[config.mk]
export PLATFORM = sky130hd
export DESIGN_NAME = bsfir_top
export DESIGN_NICKNAME = d
export VERILOG_FILES = /design/src/rtl/bsf_pkg.sv /design/src/rtl/bsf_taps.sv /design/src/rtl/bsf_coefs.sv /design/src/rtl/bsf_mac.sv /design/src/rtl/bsf_out.sv /design/src/rtl/bsfir_top.sv
export SDC_FILE = /design/constraint.sdc
export NUM_CORES = 1
export LEC_CHECK = 0
export BUFFER_PORTS_ARGS = -buffer_cell sky130_fd_sc_hd__buf_4
export CAP_MARGIN = 20
export CELL_PAD_IN_SITES_DETAIL_PLACEMENT = 1
export CELL_PAD_IN_SITES_GLOBAL_PLACEMENT = 2
export CORE_ASPECT_RATIO = 1.75
export CORE_UTILIZATION = 39
export DETAILED_ROUTE_END_ITERATION = 10
export PLACE_DENSITY = 0.86
export SLEW_MARGIN = 20
export SYNTH_ARGS = -nofsm -noshare
export SYNTH_HDL_FRONTEND = slang
export SYNTH_SLANG_ARGS = --single-unit
[constraint.sdc]
create_clock -name clk -period 4.33 [get_ports clk]
set_input_delay 0.433 -clock clk [delete_from_list [all_inputs] [get_ports clk]]
set_output_delay 0.433 -clock clk [all_outputs]
set_load 0.03 [all_outputs]
[src/rtl/bsf_pkg.sv]
package bsf_pkg;

    typedef enum logic [1:0] {
        SYM_NONE = 2'd0,
        SYM_EVEN = 2'd1,
        SYM_ODD  = 2'd2
    } sym_e;

    // number of multipliers after mirrored-pair folding
    function automatic int fold_count(input int ntaps, input sym_e sym);
        return (sym == SYM_NONE) ? ntaps : ntaps / 2;
    endfunction

    // full-precision accumulator width
    function automatic int full_width(input int dw, input int nf);
        return 2 * dw + $clog2(nf) + 1;
    endfunction

endpackage

[src/rtl/bsf_taps.sv]
module bsf_taps #(
    parameter int            DW    = 8,
    parameter int            NTAPS = 16,
    parameter bsf_pkg::sym_e SYM   = bsf_pkg::SYM_EVEN,
    parameter int            NF    = 8,
    parameter bit            SGN   = 1'b1
) (
    input  logic                 clk,
    input  logic                 rst_n,
    input  logic                 shift,
    input  logic [DW-1:0]        din,
    output logic [NF-1:0][DW:0]  fold,
    output logic [DW-1:0]        tap0
);
    // odd symmetry spends one more register on the subtract path
    localparam int FD = (SYM == bsf_pkg::SYM_ODD) ? 2 : 1;

    typedef struct packed {
        logic [NTAPS-1:0][DW-1:0]      tap;
        logic [FD-1:0][NF-1:0][DW:0]   fp;
    } taps_t;

    taps_t q, d;

    function automatic logic [DW:0] ext(input logic [DW-1:0] v);
        return SGN ? {v[DW-1], v} : {1'b0, v};
    endfunction

    always_comb begin
        d = q;
        if (shift) begin
            d.tap[0] = din;
            for (int i = 1; i < NTAPS; i++) begin
                d.tap[i] = q.tap[i-1];
            end
        end
        for (int k = 0; k < NF; k++) begin
            case (SYM)
                bsf_pkg::SYM_EVEN: d.fp[0][k] = ext(q.tap[k]) + ext(q.tap[NTAPS-1-k]);
                bsf_pkg::SYM_ODD:  d.fp[0][k] = ext(q.tap[k]) - ext(q.tap[NTAPS-1-k]);
                default:           d.fp[0][k] = ext(q.tap[k]);
            endcase
        end
        for (int j = 1; j < FD; j++) begin
            d.fp[j] = q.fp[j-1];
        end
    end

    always_ff @(posedge clk or negedge rst_n) begin
        if (!rst_n) begin
            q <= '0;
        end else begin
            q <= d;
        end
    end

    assign fold = q.fp[FD-1];
    assign tap0 = q.tap[0];

endmodule

[src/rtl/bsf_coefs.sv]
module bsf_coefs #(
    parameter int              DW        = 8,
    parameter int              NF        = 8,
    parameter int              NTAPS     = 16,
    parameter bit              LOADABLE  = 1'b1,
    parameter logic [NTAPS*DW-1:0] COEF_INIT = '0
) (
    input  logic                    clk,
    input  logic                    rst_n,
    input  logic                    loadc,
    input  logic [DW-1:0]           coeff,
    output logic [NF-1:0][DW-1:0]   coefs
);
    typedef struct packed {
        logic [NF-1:0][DW-1:0] word;
    } cst_t;

    cst_t q, d;
    cst_t init_v;

    always_comb begin
        for (int k = 0; k < NF; k++) begin
            init_v.word[k] = COEF_INIT[k*DW +: DW];
        end
    end

    always_comb begin
        d = q;
        if (LOADABLE && loadc) begin
            d.word[0] = coeff;
            for (int k = 1; k < NF; k++) begin
                d.word[k] = q.word[k-1];
            end
        end
    end

    always_ff @(posedge clk or negedge rst_n) begin
        if (!rst_n) begin
            q <= init_v;
        end else begin
            q <= d;
        end
    end

    assign coefs = q.word;

endmodule

[src/rtl/bsf_mac.sv]
module bsf_mac #(
    parameter int DW  = 8,
    parameter int NF  = 8,
    parameter int FW  = 20,
    parameter bit SGN = 1'b1
) (
    input  logic                   clk,
    input  logic                   rst_n,
    input  logic                   load,
    input  logic [NF-1:0][DW:0]    fold,
    input  logic [NF-1:0][DW-1:0]  coefs,
    output logic [FW-1:0]          acc,
    output logic                   done
);
    localparam int CW = $clog2(FW + 1);
    localparam int NL = 1 << $clog2(NF);

    typedef struct packed {
        logic [NF-1:0][FW-1:0] sh;
        logic [NF-1:0][FW-1:0] mc;
        logic [FW-1:0]         acc;
        logic [CW-1:0]         cnt;
        logic                  done;
    } mac_t;

    mac_t q, d;
    logic [NL-1:0][FW-1:0] leaf;
    logic [FW-1:0]         slot_sum;

    // pairwise reduction, one adder level per halving
    function automatic logic [FW-1:0] tree_sum(input logic [NL-1:0][FW-1:0] lv);
        logic [NL-1:0][FW-1:0] v;
        v = lv;
        for (int w = NL / 2; w > 0; w = w / 2) begin
            for (int i = 0; i < w; i++) begin
                v[i] = v[2*i] + v[2*i+1];
            end
        end
        return v[0];
    endfunction

    always_comb begin
        leaf = '0;
        for (int k = 0; k < NF; k++) begin
            leaf[k] = q.sh[k][0] ? q.mc[k] : '0;
        end
        slot_sum = tree_sum(leaf);
    end

    always_comb begin
        d      = q;
        d.done = 1'b0;
        if (load) begin
            for (int k = 0; k < NF; k++) begin
                d.sh[k] = {{(FW-DW-1){fold[k][DW]}}, fold[k]};
                d.mc[k] = {{(FW-DW){SGN & coefs[k][DW-1]}}, coefs[k]};
            end
            d.acc = '0;
            d.cnt = CW'(FW);
        end else if (q.cnt != '0) begin
            for (int k = 0; k < NF; k++) begin
                d.sh[k] = q.sh[k] >> 1;
                d.mc[k] = q.mc[k] << 1;
            end
            d.acc  = q.acc + slot_sum;
            d.cnt  = q.cnt - CW'(1);
            d.done = (q.cnt == CW'(1));
        end
    end

    always_ff @(posedge clk or negedge rst_n) begin
        if (!rst_n) begin
            q <= '0;
        end else begin
            q <= d;
        end
    end

    assign acc  = q.acc;
    assign done = q.done;

endmodule

[src/rtl/bsf_out.sv]
module bsf_out #(
    parameter int FW    = 20,
    parameter int OW    = 16,
    parameter bit ROUND = 1'b1
) (
    input  logic          clk,
    input  logic          rst_n,
    input  logic          done,
    input  logic [FW-1:0] acc,
    output logic [OW-1:0] dout,
    output logic          ordy
);
    localparam int            SH   = FW - OW;
    localparam logic [FW-1:0] HALF = (SH == 0) ? '0 : (FW'(1) << ((SH > 0) ? SH - 1 : 0));

    generate
        if (ROUND) begin : g_round
            typedef struct packed {
                logic [FW-1:0] rs;
                logic          rv;
                logic [OW-1:0] dout;
                logic          ordy;
            } ro_t;

            ro_t q, d;

            always_comb begin
                d      = q;
                d.rv   = done;
                d.ordy = q.rv;
                if (done) begin
                    d.rs = acc + HALF;
                end
                if (q.rv) begin
                    d.dout = q.rs[FW-1 -: OW];
                end
            end

            always_ff @(posedge clk or negedge rst_n) begin
                if (!rst_n) begin
                    q <= '0;
                end else begin
                    q <= d;
                end
            end

            assign dout = q.dout;
            assign ordy = q.ordy;
        end else begin : g_trunc
            typedef struct packed {
                logic [OW-1:0] dout;
                logic          ordy;
            } to_t;

            to_t q, d;

            always_comb begin
                d      = q;
                d.ordy = done;
                if (done) begin
                    d.dout = acc[FW-1 -: OW];
                end
            end

            always_ff @(posedge clk or negedge rst_n) begin
                if (!rst_n) begin
                    q <= '0;
                end else begin
                    q <= d;
                end
            end

            assign dout = q.dout;
            assign ordy = q.ordy;
        end
    endgenerate

endmodule

[src/rtl/bsfir_top.sv]
module bsfir_top #(
    parameter int                    DW        = 8,
    parameter int                    NTAPS     = 16,
    parameter bsf_pkg::sym_e         SYM       = bsf_pkg::SYM_EVEN,
    parameter bit                    SIGNED    = 1'b1,
    parameter bit                    LOADABLE  = 1'b1,
    parameter int                    OW        = 16,
    parameter bit                    ROUND     = 1'b1,
    parameter logic [NTAPS*DW-1:0]   COEF_INIT = '0
) (
    input  logic           clk,
    input  logic           rst_n,
    input  logic [DW-1:0]  din,
    input  logic           irdy,
    input  logic [DW-1:0]  coeff,
    input  logic           loadc,
    output logic [OW-1:0]  dout,
    output logic           ordy
);
    localparam int NF  = bsf_pkg::fold_count(NTAPS, SYM);
    localparam int FW  = bsf_pkg::full_width(DW, NF);
    localparam int P   = FW + 1;
    localparam bit SGN = SIGNED || (SYM != bsf_pkg::SYM_NONE);
    localparam int PRE = (SYM == bsf_pkg::SYM_ODD) ? 2 : 1;
    localparam int TW  = PRE + 1;
    localparam int PW  = $clog2(P + 1);

    typedef struct packed {
        logic [PW-1:0] pc;
        logic [TW-1:0] tok;
    } ctl_t;

    ctl_t q, d;
    logic accept;
    logic busy;
    logic load;

    logic [NF-1:0][DW:0]   fold;
    logic [NF-1:0][DW-1:0] coefs;
    logic [FW-1:0]         acc;
    logic                  done;
    logic [DW-1:0]         tap0_w;
    logic [DW-1:0]         coef0_w;

    assign busy   = (q.pc != '0);
    assign accept = irdy && !busy;
    assign load   = q.tok[TW-1];

    always_comb begin
        d     = q;
        d.tok = TW'({q.tok, accept});
        if (accept) begin
            d.pc = PW'(P - 1);
        end else if (busy) begin
            d.pc = q.pc - PW'(1);
        end
    end

    always_ff @(posedge clk or negedge rst_n) begin
        if (!rst_n) begin
            q <= '0;
        end else begin
            q <= d;
        end
    end

    bsf_taps #(
        .DW(DW), .NTAPS(NTAPS), .SYM(SYM), .NF(NF), .SGN(SGN)
    ) u_taps (
        .clk(clk), .rst_n(rst_n), .shift(accept), .din(din),
        .fold(fold), .tap0(tap0_w)
    );

    bsf_coefs #(
        .DW(DW), .NF(NF), .NTAPS(NTAPS), .LOADABLE(LOADABLE), .COEF_INIT(COEF_INIT)
    ) u_coefs (
        .clk(clk), .rst_n(rst_n), .loadc(loadc), .coeff(coeff), .coefs(coefs)
    );

    assign coef0_w = coefs[0];

    bsf_mac #(
        .DW(DW), .NF(NF), .FW(FW), .SGN(SGN)
    ) u_mac (
        .clk(clk), .rst_n(rst_n), .load(load), .fold(fold), .coefs(coefs),
        .acc(acc), .done(done)
    );

    bsf_out #(
        .FW(FW), .OW(OW), .ROUND(ROUND)
    ) u_out (
        .clk(clk), .rst_n(rst_n), .done(done), .acc(acc),
        .dout(dout), .ordy(ordy)
    );

endmodule

# --- Yosys cells after proc, flatten, opt, wreduce, memory -nomap -nowiden ---
# Index checks and enable logic that the tools add are counted.
classes:
  add_sub_neg: 19
  eq_ne: 1
  n_mux: 13
  n_reduce_logical: 6
op_table:
  columns: ["operator", "count"]
  rows:
  - ["$mux W346", 1]
  - ["$mux W345", 1]
  - ["$add A20 B20 Y20", 8]
  - ["$mux W20", 8]
  - ["$add A8 B8 Y9", 8]
  - ["$add A20 B4 Y20 const B", 1]
  - ["$mux W5", 2]
  - ["$reduce_bool A5 Y1", 2]
  - ["$sub A5 B1 Y5 const B", 2]
  - ["$eq A5 B1 Y1 const B", 1]
  - ["$reduce_bool A2 Y1", 2]
  - ["$logic_and A1 B1 Y1", 1]
  - ["$logic_not A1 Y1", 1]
  - ["$mux W1", 1]
word_totals:
  regBits: 655
  inputBits: 20
  out_inout_bits: 17
  word_cells: 96

# --- Depth between registers and ports, before layout ---
# Gate-level depths: netlist of the first run.
depth:
  depth_word: 7
  depth_mapped: 21
  mapped_depth_nobuf: 20

# --- Hierarchy ---
# Synthesis of the first run repeated with hierarchy kept, for this count alone.
unflattened:
  hier_cells: 3169
  area_unflattened_um2: 33968.8
by_module_without_submodules:
  columns: ["module", "n_inst", "cells_each", "area_per_inst_um2", "seq_area_each_um2"]
  rows:
  - ["bsf_mac", 1, 2146, 19713.9, 8658.3]
  - ["bsf_taps", 1, 706, 9554.2, 5004.8]
  - ["bsf_coefs", 1, 135, 2678.8, 1601.5]
  - ["bsf_out", 1, 156, 1709.1, 850.8]
  - ["bsfir_top", 1, 26, 312.8, 175.2]

# --- Least setup slack after synthesis of the first run ---
# Ideal clock, no wire load.
synth_path:
  path_type: "register -> register"
  startpoint: "register u_mac.q[326] (netlist name)"
  endpoint: "register u_mac.q, in the netlist u_mac.acc[18]"
  setup_time_ns: 0.096
  t_arrival_ns: 4.687
  required_time_ns: 4.234
  slack_ns: -0.453
  path_stages_with_launch: 20
  path_buffers: 2
  synth_period_minus_slack_ns: 4.783
  path_cell_list: "dfrtp_1 -> clkbuf_1 -> buf_1 -> nand2_1 -> fa_1 -> inv_1 -> fa_1 -> fa_1 -> inv_1 -> fa_1 -> inv_1 -> ha_1 -> a21oi_1 -> inv_1 -> a21oi_1 -> nor3b_1 -> nor3_2 -> a21oi_1 -> xnor2_1 -> o31ai_1"
synth_via:
  elab_chain_cells: 7
synth_lines:
  columns: ["element", "line", "text"]
  rows:
  - ["from (decl)", "bsf_mac.sv:26", "mac_t q, d;"]
  - ["from (signal assigned)", "bsf_mac.sv:73", "q <= '0;"]
  - ["from (signal assigned)", "bsf_mac.sv:75", "q <= d;"]
  - ["$mux W20", "bsf_mac.sv:45", "leaf[k] = q.sh[k][0] ? q.mc[k] : '0;"]
  - ["$add A20 B20 Y20 (3 in a row)", "bsf_mac.sv:36", "v[i] = v[2*i] + v[2*i+1];"]
  - ["$add A20 B20 Y20", "bsf_mac.sv:65", "d.acc = q.acc + slot_sum;"]
  - ["$mux W346", "bsf_mac.sv:60", "end else if (q.cnt != '0) begin"]
  - ["$mux W345", "bsf_mac.sv:53", "if (load) begin"]
# No other way between the ends. The select of a mux whose other input is x is not followed.
# A chain may end at the register's enable or synchronous reset.

# --- Worst setup path after layout of the first run ---
layout_path:
  startpoint: "register u_mac.q[186] (netlist name)"
  endpoint: "register u_mac.q, in the netlist u_mac.acc[14]"
# The elaborated chain is that of the path after synthesis.

==> results of run 1 <==
## registers in the layout, indices dropped and copies added (netlist names)
register         count
u_out.g_round.d      1
u_taps.tap0          8
u_out.ordy           1
u_mac.q            325
u_mac.acc           20
u_out.g_round.q     16
u_coefs.coefs       64
u_taps.q           120
q                    5
d                    1
load                 1
u_out.dout          16
u_mac.done           1
u_taps.fold         72
## path summary, 6_finish.rpt
kind	startpoint	endpoint	cells past startpoint	slack, ns
setup / recovery	u_mac.q[186]	u_mac.acc[14]	18	-0.48
hold / removal	din[6]	u_taps.tap0[6]	2	0.03
setup reg to reg	u_mac.q[186]	u_mac.acc[14]	18	-0.48
hold reg to reg	d[1]	load	0	0.35
max in group asynchronous	rst_n	u_mac.q[186]	4	2.77
min in group asynchronous	rst_n	u_mac.q[145]	2	0.25
## logic make-up after synthesis
logic type | Yosys count
and+or+nand+nor | 861
DFF | 651
AOI/OAI and AO/OA | 505
buffers and inverters | 414
muxes | 312
adders and majority gates | 225
xor gates and xnor gates | 93
## placed cells by master, fill, tap and decap left out, drive strengths merged, types with 53 or more instances in the layout
master and n:
inv 223, a31oi 193, nand2 656, and2 97
a21oi 83, xnor2 63, fa 137, o21ai 178
buf 256, mux2i 112, ha 88, clkbuf 95
dfrtp 651, nor2 53, mux2 200
## metrics by stage
stage / area, µm² / util / instances / setup TNS, ns / worst slack, ns
3_3_place_gp: 35000 / 0.426 / 4160 / -5.95 / -0.660
6_report: 37900 / 0.461 / 4310 / -4.17 / -0.483
3_5_place_dp: 35000 / 0.426 / 4160 / -7.80 / -0.739
2_1_floorplan: 32600 / - / 3061 / -0.475 / -0.210
5_1_grt: 37900 / 0.461 / 4310 / -6.34 / -0.613
4_1_cts: 37700 / 0.459 / 4303 / -4.25 / -0.485
## cell type report
class,count,area [µm²]
timing repair buffer,270,2340
clock inverter,19,233
multi-input combinational,1996,14900
sequential,651,16300
clock buffer,95,1930
fill,8868,44400
inverter,222,843
tap,1057,1320
## power by group
| group | switching, mW | leakage [nW] | total (mW) | internal, mW |
|---|---|---|---|---|
| registers | 1.22 | 8.56 | 9.13 | 7.91 |
| logic | 6.42 | 8.59 | 12.1 | 5.69 |
| clock network | 2.43 | 1.07 | 5.78 | 3.34 |
## worst max-delay path, stage by stage, from the launching register on
cell      delay (ns)
dfrtp_2         0.49
and2_4          0.20
fa_1            0.52
fa_1            0.45
fa_1            0.52
inv_2           0.05
fa_1            0.47
inv_2           0.08
ha_4            0.13
inv_2           0.03
fa_2            0.33
and2b_2         0.24
o21ai_2         0.06
a21oi_2         0.22
o211ai_1        0.16
a311o_1         0.39
xnor2_1         0.18
nand2_1         0.09
a21oi_2         0.12
## layer usage
layer,part of all wire,global-route usage,vias up
met1,0.38,0.219,11700
met2,0.57,0.390,238
met5,0,0,-
met3,0.021,0.0225,147
met4,0.029,0.0656,0
li1,-,-,10400
## repair_timing
action / CTS / global route
setup buffers: 16 / 7
setup endpoints to repair: 14 / 14
endpoints found under the hold margin: 103 / 0
pin swaps: 51 / 33
hold buffers: 14 / 0
resized for setup: 70 / 29
==> flow_summary.json, run 1 <==
{
  "min_path_type": "primary input to register",
  "worstSetupPathType": "register to register",
  "dp_hpwl_um": 55700,
  "yosysWarnings": 0,
  "fin_skew_ns": 0.0253,
  "power.leakage_nw": 18.2,
  "die_y_um": 384,
  "cap_violations": 0,
  "synthTopCellsByCount": "nand2_1, dfrtp_1, inv_1",
  "antenna_cells": 0,
  "max_freq_mhz": 208,
  "synth_flop_cell": "dfrtp_1",
  "worstPathRequired_ns": 4.91,
  "grt_pass1_vias": 26000,
  "async_reset_ff_frac": 1.00,
  "coreArea_um2": 82300,
  "synthAdderAreaFrac": 0.118,
  "grt_pass1_wl_um": 135000,
  "cp.arrival_ns": 5.39,
  "nets": 3447,
  "wl_um": 81400,
  "ys_seq_area_frac": 0.500,
  "power_mw": 27.0,
  "clock_path_buffers": 3,
  "synthTopCellsByArea": "dfrtp_1, fa_1, nand2_1, mux2_2, a31oi_1",
  "status": "complete, but fails checks",
  "yosysMostFrequentCell": "nand2_1",
  "htreeDepth": 2,
  "startpoint_type": "register",
  "synth_simple_gate_area_frac": 0.112,
  "synth_area_um2": 32500,
  "grt_overflow": 0,
  "avgViaCountPerCell": 5.21,
  "synth_top_area_cell": "dfrtp_1",
  "muxShareOfSynthArea": 0.104,
  "violations": "design-rule violations, negative setup slack",
  "drtAntennaViolNets": 0,
  "critPathMaxFanout": 7,
  "ioPinCount": 37,
  "die-area_um2": 84700,
  "synth-seq-cells": 651,
  "numCtsBuffers": 61,
  "dr_total_vias": 22500,
  "syn_area_per_cell_um2": 10.6,
  "synthXorXnorAreaFrac": 0.0250,
  "area_growth_pct": 16.4,
  "drt_iter0_drc": 1051,
  "grt_max_degree": 171,
  "synth_top_family_by_area": "adder cells",
  "synth_edf_count": 0,
  "rows": 139,
  "cts_root_buffer": "clkbuf_16",
  "setup_viol": 14,
  "yosysTopAreaCellShare": 0.500,
  "synth-compound-area-share": 0.0897,
  "remaining_drc_errors": 4,
  "cts_tree": "built",
  "synthDistinctLibCells": 51,
  "cts_sinks": 651,
  "drtPass1Iterations": 9,
  "hold_slack_ns": 0.0335,
  "fin_crit_sh": 1.11,
  "syn_inst": 3061,
  "clk_pin_slew_ns": 0.07,
  "syn-num-nets": 3306,
  "drive_above_1_share": 0.199,
  "fin_ws_ns": -0.483,
  "fin_crit_ns": 4.81,
  "finalHoldViolCount": 0,
  "vdd_drop_max_mv": 0.552,
  "maxSlewHeadroom": 0.323,
  "critPathCaptureType": "register",
  "place_congestion": 0.836,
  "clock_latency_ns": 0.66,
  "p_per_area_nw_per_um2": 713,
  "start_util": 0.396,
  "port_buffers": 36,
  "rsz0062_at_grt": "true",
  "grt_usage": 0.200,
  "antenna_found_initial": 1,
  "routedWlPerCell_um": 18.9,
  "die_x_um": 220,
  "worst_slew_pin_slew_ns": 1.02,
  "final_max_slew_viol_count": 0
}
Power figures use the tool's default switching activity.
==> inputs of run 2 (changes only) <==
--- a/config.mk
+++ b/config.mk
@@ -5,7 +5,7 @@
 export SDC_FILE = /design/constraint.sdc
 export NUM_CORES = 1
 export LEC_CHECK = 0
-export BUFFER_PORTS_ARGS = -buffer_cell sky130_fd_sc_hd__buf_4
+export BUFFER_PORTS_ARGS = -buffer_cell sky130_fd_sc_hd__buf_2
 export CAP_MARGIN = 20
 export CELL_PAD_IN_SITES_DETAIL_PLACEMENT = 1
 export CELL_PAD_IN_SITES_GLOBAL_PLACEMENT = 2
@@ -13,6 +13,7 @@
 export CORE_UTILIZATION = 39
 export DETAILED_ROUTE_END_ITERATION = 10
 export PLACE_DENSITY = 0.86
+export SKIP_LAST_GASP = 1
 export SLEW_MARGIN = 20
 export SYNTH_ARGS = -nofsm -noshare
 export SYNTH_HDL_FRONTEND = slang
==> run 2 against run 1 <==
The flow still finishes with violations (design-rule violations, negative setup slack). Register-to-register slack improved by 0.06 ns. Highest routed layer unchanged. Setup slack improved by 0.063 ns. First-iteration DRC count increased by 0.76%.
==> flow_summary.json, run 2 (same netlist as run 1, synthesis figures left out) <==
{
  "grt_overflow": 0,
  "dp_hpwl_um": 57300,
  "worstPathRequired_ns": 4.87,
  "switching_share": 0.379,
  "grt_usage": 0.203,
  "avgViaCountPerCell": 5.21,
  "instances_no_fill": 4307,
  "maxSlewHeadroom": 0.371,
  "area_growth_pct": 16.0,
  "cts_tree": "built",
  "drtPass1Iterations": 9,
  "comb_power_share": 0.449,
  "clock_latency_ns": 0.65,
  "post-route-util": 0.459,
  "tns_ns": -3.48,
  "setup_viol": 12,
  "clk_pin_slew_ns": 0.07,
  "p_per_area_nw_per_um2": 715,
  "placedCellCount": 4163,
  "p_clk_frac": 0.211,
  "rows": 139,
  "fin_crit_ns": 4.75,
  "cts_root_buffer": "clkbuf_16",
  "critPathMaxFanout": 5,
  "final_cell_mix": "nand2_1, dfrtp_1, inv_1",
  "n_fill_cell": 8911,
  "largest_reg_flops": 325,
  "ioPinCount": 37,
  "routedWlPerCell_um": 19.2,
  "finalHoldViolCount": 0,
  "port_buffers": 36,
  "fin_ws_ns": -0.420,
  "p_int_mw": 16.8,
  "violations": "design-rule violations, negative setup slack",
  "drive_above_1_share": 0.201,
  "vdd_drop_max_mv": 0.474,
  "min_path_type": "primary input to register",
  "cts_sinks": 651,
  "coreArea_um2": 82300,
  "fin_crit_sh": 1.10,
  "rsz0062_at_grt": "true",
  "drt_iter0_drc": 1059,
  "dr_total_vias": 22400,
  "fin_skew_ns": 0.0166,
  "grt_max_degree": 108,
  "whs_path_depth": 2,
  "cap_violations": 0,
  "grt_pass1_wl_um": 137000,
  "grt_pass1_vias": 26100,
  "die_x_um": 220,
  "die-area_um2": 84700,
  "max_freq_mhz": 211,
  "critPathCaptureType": "register",
  "remaining_drc_errors": 4,
  "cp.arrival_ns": 5.29,
  "htreeDepth": 2,
  "drtAntennaViolNets": 0,
  "worstSetupPathType": "register to register",
  "clock_path_buffers": 3,
  "numCtsBuffers": 61,
  "p_seq_frac": 0.340,
  "antenna_found_initial": 1,
  "hold_slack_ns": 0.0430,
  "startpoint_type": "register",
  "antenna_cells": 0,
  "worst_slew_pin_slew_ns": 0.944,
  "top_register": "u_mac.q",
  "nets": 3444,
  "wl_um": 82700,
  "die_y_um": 384,
  "p_sw_mw": 10.2,
  "place_congestion": 0.863,
  "start_util": 0.396,
  "layout_commonest_cell": "nand2_1",
  "power.leakage_nw": 18.1,
  "status": "complete, but fails checks",
  "r2r_cells": 16,
  "final_max_slew_viol_count": 0
}
==> run 2: cell count changes in the layout (fill, tap and decap cells not counted), moves of 4 or more <==
cell      delta
clkinv_2     +8
fa_2         +4
buf_12       -5
clkbuf_8    -11
buf_4       -36
ha_1         -5
fa_1         -4
ha_4         +6
buf_2       +35
==> run 2: timing repair <==
| action | 4_1_cts | 5_1_grt |
|---|---|---|
| setup buffers | 18 | 1 |
| hold buffers | 13 | 0 |
| pin swaps | 50 | 27 |
| cloned | 1 | 0 |
| endpoints found under the hold margin | 90 | 0 |
| setup endpoints to repair | 14 | 14 |
| gates resized for setup | 82 | 31 |
==> run 2: cell type report <==
class                   instances  area (µm²)  share of cell area
multi-input cells            1996       15000               0.398
repair buffers                267        2170              0.0576
clock buffers                  84        1730              0.0459
clock inverters                30         365             0.00967
flip-flops and latches        651       16300               0.432
inverters                     222         841              0.0223
well taps                    1057        1320              0.0350
==> run 2: path summary, 6_finish.rpt <==
check / to / from / slack (ns)
worst min register to register: load / d[1] / 0.35
min in group asynchronous: u_mac.q[184] / rst_n / 0.40
max in group asynchronous: u_taps.q[139] / rst_n / 2.84
worst max-delay path: u_mac.acc[18] / u_mac.q[246] / -0.42
worst max register to register: u_mac.acc[18] / u_mac.q[246] / -0.42
worst min-delay path: u_coefs.coefs[3] / coeff[3] / 0.04
==> run 2: critical path, stage by stage, from the launching register on <==
cell and delay, ns:
dfrtp_2 0.45, buf_6 0.14, buf_6 0.13, and2_4 0.16
fa_1 0.56, fa_1 0.45, fa_1 0.53, inv_1 0.06
fa_1 0.48, inv_1 0.06, ha_4 0.17, or3_4 0.42
o211a_1 0.29, nor3_4 0.24, a21oi_2 0.09, xnor2_1 0.14
o31ai_1 0.26
==> run 2: per-stage QoR <==
stage / worst slack, ns / instance area, µm² / power, mW
floorplan: -0.210 / 32600 / 16.1
global placement: -0.589 / 34900 / 19.6
detailed placement: -0.618 / 34900 / 20.2
CTS: -0.413 / 37600 / 26.9
global route: -0.555 / 37800 / 28.9
finish: -0.420 / 37800 / 27.0
==> run 2: layer usage <==
layer  wire, µm  global-route usage  vias to the layer above
met1      31100               0.222                    11600
met5          0                   0                        -
met3       1780              0.0189                      182
met4       3320              0.0833                        0
li1           -                   -                    10300
met2      46500               0.393                      283
==> run 2: power groups by stage <==
stage          Clock (mW)  Combinational [mW]  Sequential (mW)
6_report             5.71                12.1             9.19
5_1_grt              6.06                13.4             9.40
4_1_cts              5.87                11.8             9.20
3_5_place_dp            0                10.9             9.27
3_3_place_gp            0                10.4             9.14
2_1_floorplan           0                7.29             8.77
